==> config.mk <==
export PLATFORM = sky130hd
export DESIGN_NAME = gpio_pad_bank
export DESIGN_NICKNAME = d
export VERILOG_FILES = /design/src/rtl/gpio_bank_pkg.sv /design/src/rtl/gpio_in_sync.sv /design/src/rtl/gpio_pad_slot.sv /design/src/rtl/gpio_read_mux.sv /design/src/rtl/gpio_pad_bank.sv
export SDC_FILE = /design/constraint.sdc
export NUM_CORES = 1
export LEC_CHECK = 0
export ABC_AREA = 1
export BUFFER_PORTS_ARGS = -buffer_cell sky130_fd_sc_hd__buf_2
export CORE_MARGIN = 2
export CORE_UTILIZATION = 55
export CTS_CLUSTER_SIZE = 28
export DETAILED_ROUTE_END_ITERATION = 8
export PLACE_DENSITY = 0.73
export SYNTH_ARGS = -nofsm -noshare
export SYNTH_HDL_FRONTEND = slang
export SYNTH_SLANG_ARGS = --single-unit
==> constraint.sdc <==
create_clock -name clk -period 3.7 [get_ports clk]
set_input_delay 0.555 -clock clk [delete_from_list [all_inputs] [get_ports clk]]
set_output_delay 0.555 -clock clk [all_outputs]
set_load 0.01 [all_outputs]
==> src/rtl/gpio_bank_pkg.sv <==
package gpio_bank_pkg;

  localparam int unsigned DATA_W = 32;
  localparam int unsigned MUX_W  = 3;

  // word index inside a pad's register group
  typedef enum logic [1:0] {
    WSEL_CFG   = 2'd0,
    WSEL_CFG2  = 2'd1,
    WSEL_VAL   = 2'd2,
    WSEL_SPARE = 2'd3
  } wsel_e;

  localparam int unsigned CFG_TLVL_BIT  = 24;
  localparam int unsigned CFG_TRISE_BIT = 25;
  localparam int unsigned CFG_TFALL_BIT = 26;
  localparam int unsigned VAL_LVL_BIT   = 0;
  localparam int unsigned VAL_OEN_BIT   = 1;
  localparam int unsigned VAL_IEN_BIT   = 2;

  typedef struct packed {
    logic [MUX_W-1:0] mux;
    logic             trig_fall;
    logic             trig_rise;
    logic             trig_lvl;
    logic             ie_n;
    logic             oe_n;
    logic             lvl;
  } pad_ctl_t;

  localparam pad_ctl_t CTL_RESET = '{mux: '0, trig_fall: 1'b0, trig_rise: 1'b0,
                                     trig_lvl: 1'b0, ie_n: 1'b1, oe_n: 1'b1,
                                     lvl: 1'b0};

  function automatic logic [DATA_W-1:0] pack_cfg(input pad_ctl_t c);
    logic [DATA_W-1:0] r;
    r = '0;
    r[MUX_W-1:0]    = c.mux;
    r[CFG_TLVL_BIT]  = c.trig_lvl;
    r[CFG_TRISE_BIT] = c.trig_rise;
    r[CFG_TFALL_BIT] = c.trig_fall;
    return r;
  endfunction

  function automatic logic [DATA_W-1:0] pack_val(input pad_ctl_t c, input logic in_lvl);
    logic [DATA_W-1:0] r;
    r = '0;
    r[VAL_IEN_BIT] = c.ie_n;
    r[VAL_OEN_BIT] = c.oe_n;
    r[VAL_LVL_BIT] = c.ie_n ? c.lvl : in_lvl;
    return r;
  endfunction

endpackage

==> src/rtl/gpio_in_sync.sv <==
module gpio_in_sync #(
  parameter int unsigned WIDTH = 8
) (
  input  logic             clk,
  input  logic             rst_n,
  input  logic [WIDTH-1:0] raw_in,
  output logic [WIDTH-1:0] sync_out
);

  logic [WIDTH-1:0] stage1_q;
  logic [WIDTH-1:0] stage2_q;

  always_ff @(posedge clk or negedge rst_n) begin
    if (!rst_n) begin
      stage1_q <= '0;
      stage2_q <= '0;
    end else begin
      stage1_q <= raw_in;
      stage2_q <= stage1_q;
    end
  end

  assign sync_out = stage2_q;

endmodule

==> src/rtl/gpio_pad_slot.sv <==
module gpio_pad_slot
  import gpio_bank_pkg::*;
(
  input  logic              clk,
  input  logic              rst_n,
  input  logic              wr_en,
  input  wsel_e             wsel,
  input  logic [DATA_W-1:0] wdata,
  output pad_ctl_t          ctl,
  output logic [DATA_W-1:0] cfg2,
  output logic [DATA_W-1:0] spare
);

  pad_ctl_t          ctl_d;
  logic              ctl_en;
  logic              cfg2_en;
  logic              spare_en;

  // next-state
  always_comb begin
    ctl_d    = ctl;
    ctl_en   = 1'b0;
    cfg2_en  = 1'b0;
    spare_en = 1'b0;
    if (wr_en) begin
      unique case (wsel)
        WSEL_CFG: begin
          ctl_en          = 1'b1;
          ctl_d.mux       = wdata[MUX_W-1:0];
          ctl_d.trig_lvl  = wdata[CFG_TLVL_BIT];
          ctl_d.trig_rise = wdata[CFG_TRISE_BIT];
          ctl_d.trig_fall = wdata[CFG_TFALL_BIT];
        end
        WSEL_VAL: begin
          ctl_en     = 1'b1;
          ctl_d.ie_n = wdata[VAL_IEN_BIT];
          ctl_d.oe_n = wdata[VAL_OEN_BIT];
          ctl_d.lvl  = wdata[VAL_LVL_BIT];
        end
        WSEL_CFG2:  cfg2_en  = 1'b1;
        WSEL_SPARE: spare_en = 1'b1;
        default: ;
      endcase
    end
  end

  // registers
  always_ff @(posedge clk or negedge rst_n) begin
    if (!rst_n) begin
      ctl   <= CTL_RESET;
      cfg2  <= '0;
      spare <= '0;
    end else begin
      if (ctl_en)   ctl   <= ctl_d;
      if (cfg2_en)  cfg2  <= wdata;
      if (spare_en) spare <= wdata;
    end
  end

endmodule

==> src/rtl/gpio_read_mux.sv <==
module gpio_read_mux
  import gpio_bank_pkg::*;
#(
  parameter int unsigned NUM_PADS = 8,
  parameter int unsigned IDX_W    = 3
) (
  input  logic     [IDX_W-1:0]               idx,
  input  wsel_e                              wsel,
  input  pad_ctl_t [NUM_PADS-1:0]            ctl_all,
  input  logic     [NUM_PADS-1:0][DATA_W-1:0] cfg2_all,
  input  logic     [NUM_PADS-1:0][DATA_W-1:0] spare_all,
  input  logic     [NUM_PADS-1:0]            in_sync,
  output logic     [DATA_W-1:0]              rdata
);

  always_comb begin
    rdata = '0;
    if (int'(idx) < NUM_PADS) begin
      unique case (wsel)
        WSEL_CFG:   rdata = pack_cfg(ctl_all[idx]);
        WSEL_CFG2:  rdata = cfg2_all[idx];
        WSEL_VAL:   rdata = pack_val(ctl_all[idx], in_sync[idx]);
        WSEL_SPARE: rdata = spare_all[idx];
        default:    rdata = '0;
      endcase
    end
  end

endmodule

==> src/rtl/gpio_pad_bank.sv <==
module gpio_pad_bank
  import gpio_bank_pkg::*;
#(
  parameter int unsigned NUM_PADS = 8,
  parameter int unsigned WADDR_W  = $clog2(NUM_PADS) + 2
) (
  input  logic                      clk,
  input  logic                      rst_n,
  input  logic                      req_valid,
  input  logic                      req_write,
  input  logic [WADDR_W-1:0]        req_addr,
  input  logic [31:0]               req_wdata,
  output logic [31:0]               rsp_rdata,
  input  logic [NUM_PADS-1:0]       pad_in,
  output logic [NUM_PADS-1:0]       pad_out,
  output logic [NUM_PADS-1:0]       pad_oe,
  output logic [NUM_PADS-1:0]       pad_ie,
  output logic [NUM_PADS-1:0]       pad_lvl_sync,
  output logic [3*NUM_PADS-1:0]     mux_sel,
  output logic [NUM_PADS-1:0]       trig_fall,
  output logic [NUM_PADS-1:0]       trig_rise,
  output logic [NUM_PADS-1:0]       trig_level
);

  localparam int unsigned IDX_W = WADDR_W - 2;

  wsel_e                               wsel;
  logic     [IDX_W-1:0]                pad_idx;
  logic                                rd_req;
  logic                                wr_req;
  pad_ctl_t [NUM_PADS-1:0]             ctl_all;
  logic     [NUM_PADS-1:0][DATA_W-1:0] cfg2_all;
  logic     [NUM_PADS-1:0][DATA_W-1:0] spare_all;
  logic     [DATA_W-1:0]               rd_word;
  logic     [DATA_W-1:0]               rsp_d;

  assign wsel    = wsel_e'(req_addr[1:0]);
  assign pad_idx = req_addr[WADDR_W-1:2];
  assign rd_req  = req_valid & ~req_write;
  assign wr_req  = req_valid &  req_write;

  gpio_in_sync #(.WIDTH(NUM_PADS)) u_sync (
    .clk      (clk),
    .rst_n    (rst_n),
    .raw_in   (pad_in),
    .sync_out (pad_lvl_sync)
  );

  for (genvar gi = 0; gi < NUM_PADS; gi++) begin : g_pad
    pad_ctl_t          slot_ctl;
    logic [DATA_W-1:0] slot_cfg2;
    logic [DATA_W-1:0] slot_spare;
    logic              slot_wr;

    assign slot_wr = wr_req && (pad_idx == IDX_W'(gi));

    gpio_pad_slot u_slot (
      .clk   (clk),
      .rst_n (rst_n),
      .wr_en (slot_wr),
      .wsel  (wsel),
      .wdata (req_wdata),
      .ctl   (slot_ctl),
      .cfg2  (slot_cfg2),
      .spare (slot_spare)
    );

    assign ctl_all[gi]   = slot_ctl;
    assign cfg2_all[gi]  = slot_cfg2;
    assign spare_all[gi] = slot_spare;

    assign pad_out[gi]              = slot_ctl.lvl;
    assign pad_oe[gi]               = ~slot_ctl.oe_n;
    assign pad_ie[gi]               = ~slot_ctl.ie_n;
    assign mux_sel[gi*MUX_W +: MUX_W] = slot_ctl.mux;
    assign trig_fall[gi]            = slot_ctl.trig_fall;
    assign trig_rise[gi]            = slot_ctl.trig_rise;
    assign trig_level[gi]           = slot_ctl.trig_lvl;
  end

  gpio_read_mux #(.NUM_PADS(NUM_PADS), .IDX_W(IDX_W)) u_rmux (
    .idx       (pad_idx),
    .wsel      (wsel),
    .ctl_all   (ctl_all),
    .cfg2_all  (cfg2_all),
    .spare_all (spare_all),
    .in_sync   (pad_lvl_sync),
    .rdata     (rd_word)
  );

  // read response: next-state and register
  always_comb begin
    rsp_d = rsp_rdata;
    if (rd_req) rsp_d = rd_word;
  end

  always_ff @(posedge clk or negedge rst_n) begin
    if (!rst_n) rsp_rdata <= '0;
    else        rsp_rdata <= rsp_d;
  end

endmodule

==> reports/results.txt <==
CP Launch Type: primary input
Critical Setup Path Class: in2reg
Tightest Hold Check Type: in2reg
Sequential share of power: 49.1%
Final nets: 3196
Pwr Total: 17.0 mW
Core Area: 49100 sq um
Share of post-route cells with drive strength above 1: 11.4%
Post-CTS Setup Bufs: 0
Vias in the first global route: 22166
Clk network pwr share: 39.5%
Worst EP required: 4230 ps
R2r setup slk: 2310 ps
Sw power: 4.49 mW
R2R Path Start: g_pad[2].u_slot.ctl[2]$_DFFE_PN1P_
Int Power: 12.5 mW
Worst setup path start: req_addr[2]
Max Buffers Root-to-Sink: 3
Switching share of power: 26.4%
Logic pwr share: 11.4%
Router iterations before antenna repair: 6
Slew headroom: 27.6%
Hold Crit Depth: 1
PortBufs: 160
Peak VDD IR: 0.316 mV
DIE AREA: 51500 sq um
Post-synthesis sequential element count: 632
Post-Syn Instances: 3160
Final Hold Fails: 0
Via count: 22905
Hpwl dp: 43400 microns
Max cap viols: 0
# resized after CTS: 0
Crit. End Element: register
Hold path start: pad_in[7]
Outcome: completed
Hold worst-path end: u_sync.stage1_q[7]$_DFF_PN0_
Synthesized area: 27300 sq um
Footprint of the multi-input gates: 9810 sq um
DRC errors left: 0
Unrepaired setup endpoints after global routing: no
Overall die height: 227 microns
Initial Util: 55.7%
Fillers: 4143
Max Clk Rate: 446 MHz
Synth unique cells: 27
Initial antenna violation count: 0
Synth Area per Inst: 8.65 sq um
Fin crit period: 2240 ps
CTS tree: done
Cts hold-fix bufs: 1
Num ports: 161
Routed Wire Length: 78300 microns
Total negative slack: 0 ps
Final Cycle Share: 60.6%
Crit path max fanout: 60
Cells on worst reg2reg path: 12
Root Buffer: clkbuf_16
Register Area: 15800 sq um
Cell mode on critical path: nand3_1
Die Wd: 227 microns
Final ANT Viol Nets: 0
Worst-Margin Slew: 1090 ps
Detailed router's first-iteration violation count: 2630
Post-synth net total: 3209
Worst skew pair latency: 600 ps
Critical path, cell by cell: buf_2 > inv_2 > nor2_4 > buf_4 > a22oi_1 > nand3_1 > nand3_1 > nand3_1 > nand2_1 > nand2_1
H-tree depth reported by CTS: 3
Yosys Warn Count: 0
Total CTS buffers: 66
Worst clock skew: 19.0 ps
Worst-path clk slew: 60 ps
CP Data Arrival Time: 2770 ps
Total congestion overflow: 0
P&R area growth vs syn: 11.4%
Setup violators final: 0
Inserted Diodes: 0
GRT Total Usage: 31.1%
Standard-cell rows: 81
R2r endpoint: rsp_rdata[0]$_DFFE_PN0P_
Clock sinks: 632
Max Slew Vio Count: 0
RePlAce Congestion: 0.896
Pleak: 14.4 nW
Wirelength per Cell: 20.3 microns
First-pass GRT wire length: 124000 microns
Register area share after synthesis: 57.9%
P per Cell Area: 557 nW/um^2
Pin count of the biggest net entering global routing: 89
CP max-delay cell: buf_4
Via density per instance: 5.93
Crit path largest cell delay: 680 ps
==> worst max-delay path by stage <==
stage / end / slack (ps)
finish: rsp_rdata[1]$_DFFE_PN0P_ / 1460
global route: g_pad[2].u_slot.ctl[3]$_DFFE_PN0P_ / 1270
CTS: rsp_rdata[1]$_DFFE_PN0P_ / 1570
detailed placement: rsp_rdata[1]$_DFFE_PN0P_ / 970
global placement: rsp_rdata[1]$_DFFE_PN0P_ / 980
floorplan: g_pad[1].u_slot.ctl[7]$_DFFE_PN0P_ / 1920
==> cell families (layout without fill, tap and decap cells) <==
family / after synthesis / in the layout / synth area share, %
flip-flops: 632 / 632 / 57.9
AND/OR/NAND/NOR: 1378 / 1378 / 20.6
AO/OA/AOI/OAI: 759 / 759 / 15.1
buffers and inverters: 391 / 428 / 6.39
==> cells in the final DEF (no fill, tap or decap), drive strengths merged <==
cell	n
nand3	113
nand3b	3
o221ai	2
o211ai	38
clkinv	12
nor2	43
nand2	1130
o21ai	588
a22oi	90
nor3	3
dfstp	16
nand4	86
clkbuf	100
bufinv	4
a21oi	41
inv	93
buf	218
dlygate4sd3	1
dfrtp	616
==> routing by layer <==
layer  GRT usage (%)  part of all wire [%]  vias to the layer above  routed length, microns
met3            5.61                   9.3                      176                    7280
met4            12.0                   3.1                        0                    2440
met5               0                     0                        -                       0
met1            43.9                    42                    11218                   32800
li1                -                     -                    10379                       -
met2            48.3                    46                     1132                   35800
==> power by group through the flow <==
stage / sequential, mW / clock (mW) / combinational [mW]
final: 8.34 / 6.70 / 1.93
after global routing: 8.43 / 7.07 / 2.21
after CTS: 8.32 / 6.77 / 1.93
after detailed placement: 8.43 / 0 / 1.92
after global placement: 8.39 / 0 / 1.85
after floorplan: 8.30 / 0 / 1.33
==> layout make-up <==
| cell class | count | area share (%) |
|---|---|---|
| inverters | 91 | 1.13 |
| clock buffers | 100 | 6.49 |
| well taps | 664 | 2.73 |
| clock inverters | 18 | 0.649 |
| multi-input cells | 2137 | 32.2 |
| repair buffers | 219 | 4.79 |
| flip-flops and latches | 632 | 52.0 |
==> cells in the mapped netlist (all sizes together) <==
library cell,instances,area (sq um)
dfrtp,616,15400
o21ai,588,2940
clkinv,1,3.75
inv,90,338
clkbuf,198,743
nand2,1130,4250
nor3,3,37.5
nand3b,3,22.5
nor2,43,186
a21oi,41,205
nand3,113,596
dfstp,16,420
buf,102,663
a22oi,90,676
nand4,86,538
o221ai,2,17.5
o211ai,38,285
==> critical path: cells and delay by family <==
kind | cells | cell delay [ps]
AOI/OAI and AO/OA | 1 | 170
and+or+nand+nor | 6 | 800
buffers and inverters | 3 | 1160
==> per-stage QoR <==
step	instance area (sq um)	setup slack [ps]	hold WS (ps)	instances	util, %
finish	30500	1460	60.8	3861	62.1
global route	30500	1270	45.3	3861	62.1
CTS	30500	1570	39.6	3861	62.1
detailed placement	28300	966	337	3742	57.6
global placement	28300	977	336	3742	57.6
floorplan	27300	1920	259	3160	-
==> sequential cells by signal (all words and copies together), names as in the netlist <==
signal,cells
u_sync.sync_out,8
g_pad.u_slot.ctl,72
g_pad.u_slot.spare,256
u_sync.stage1_q,8
g_pad.u_slot.cfg2,256
rsp_rdata,32
Note: power is estimated with default switching activity, not from simulation.
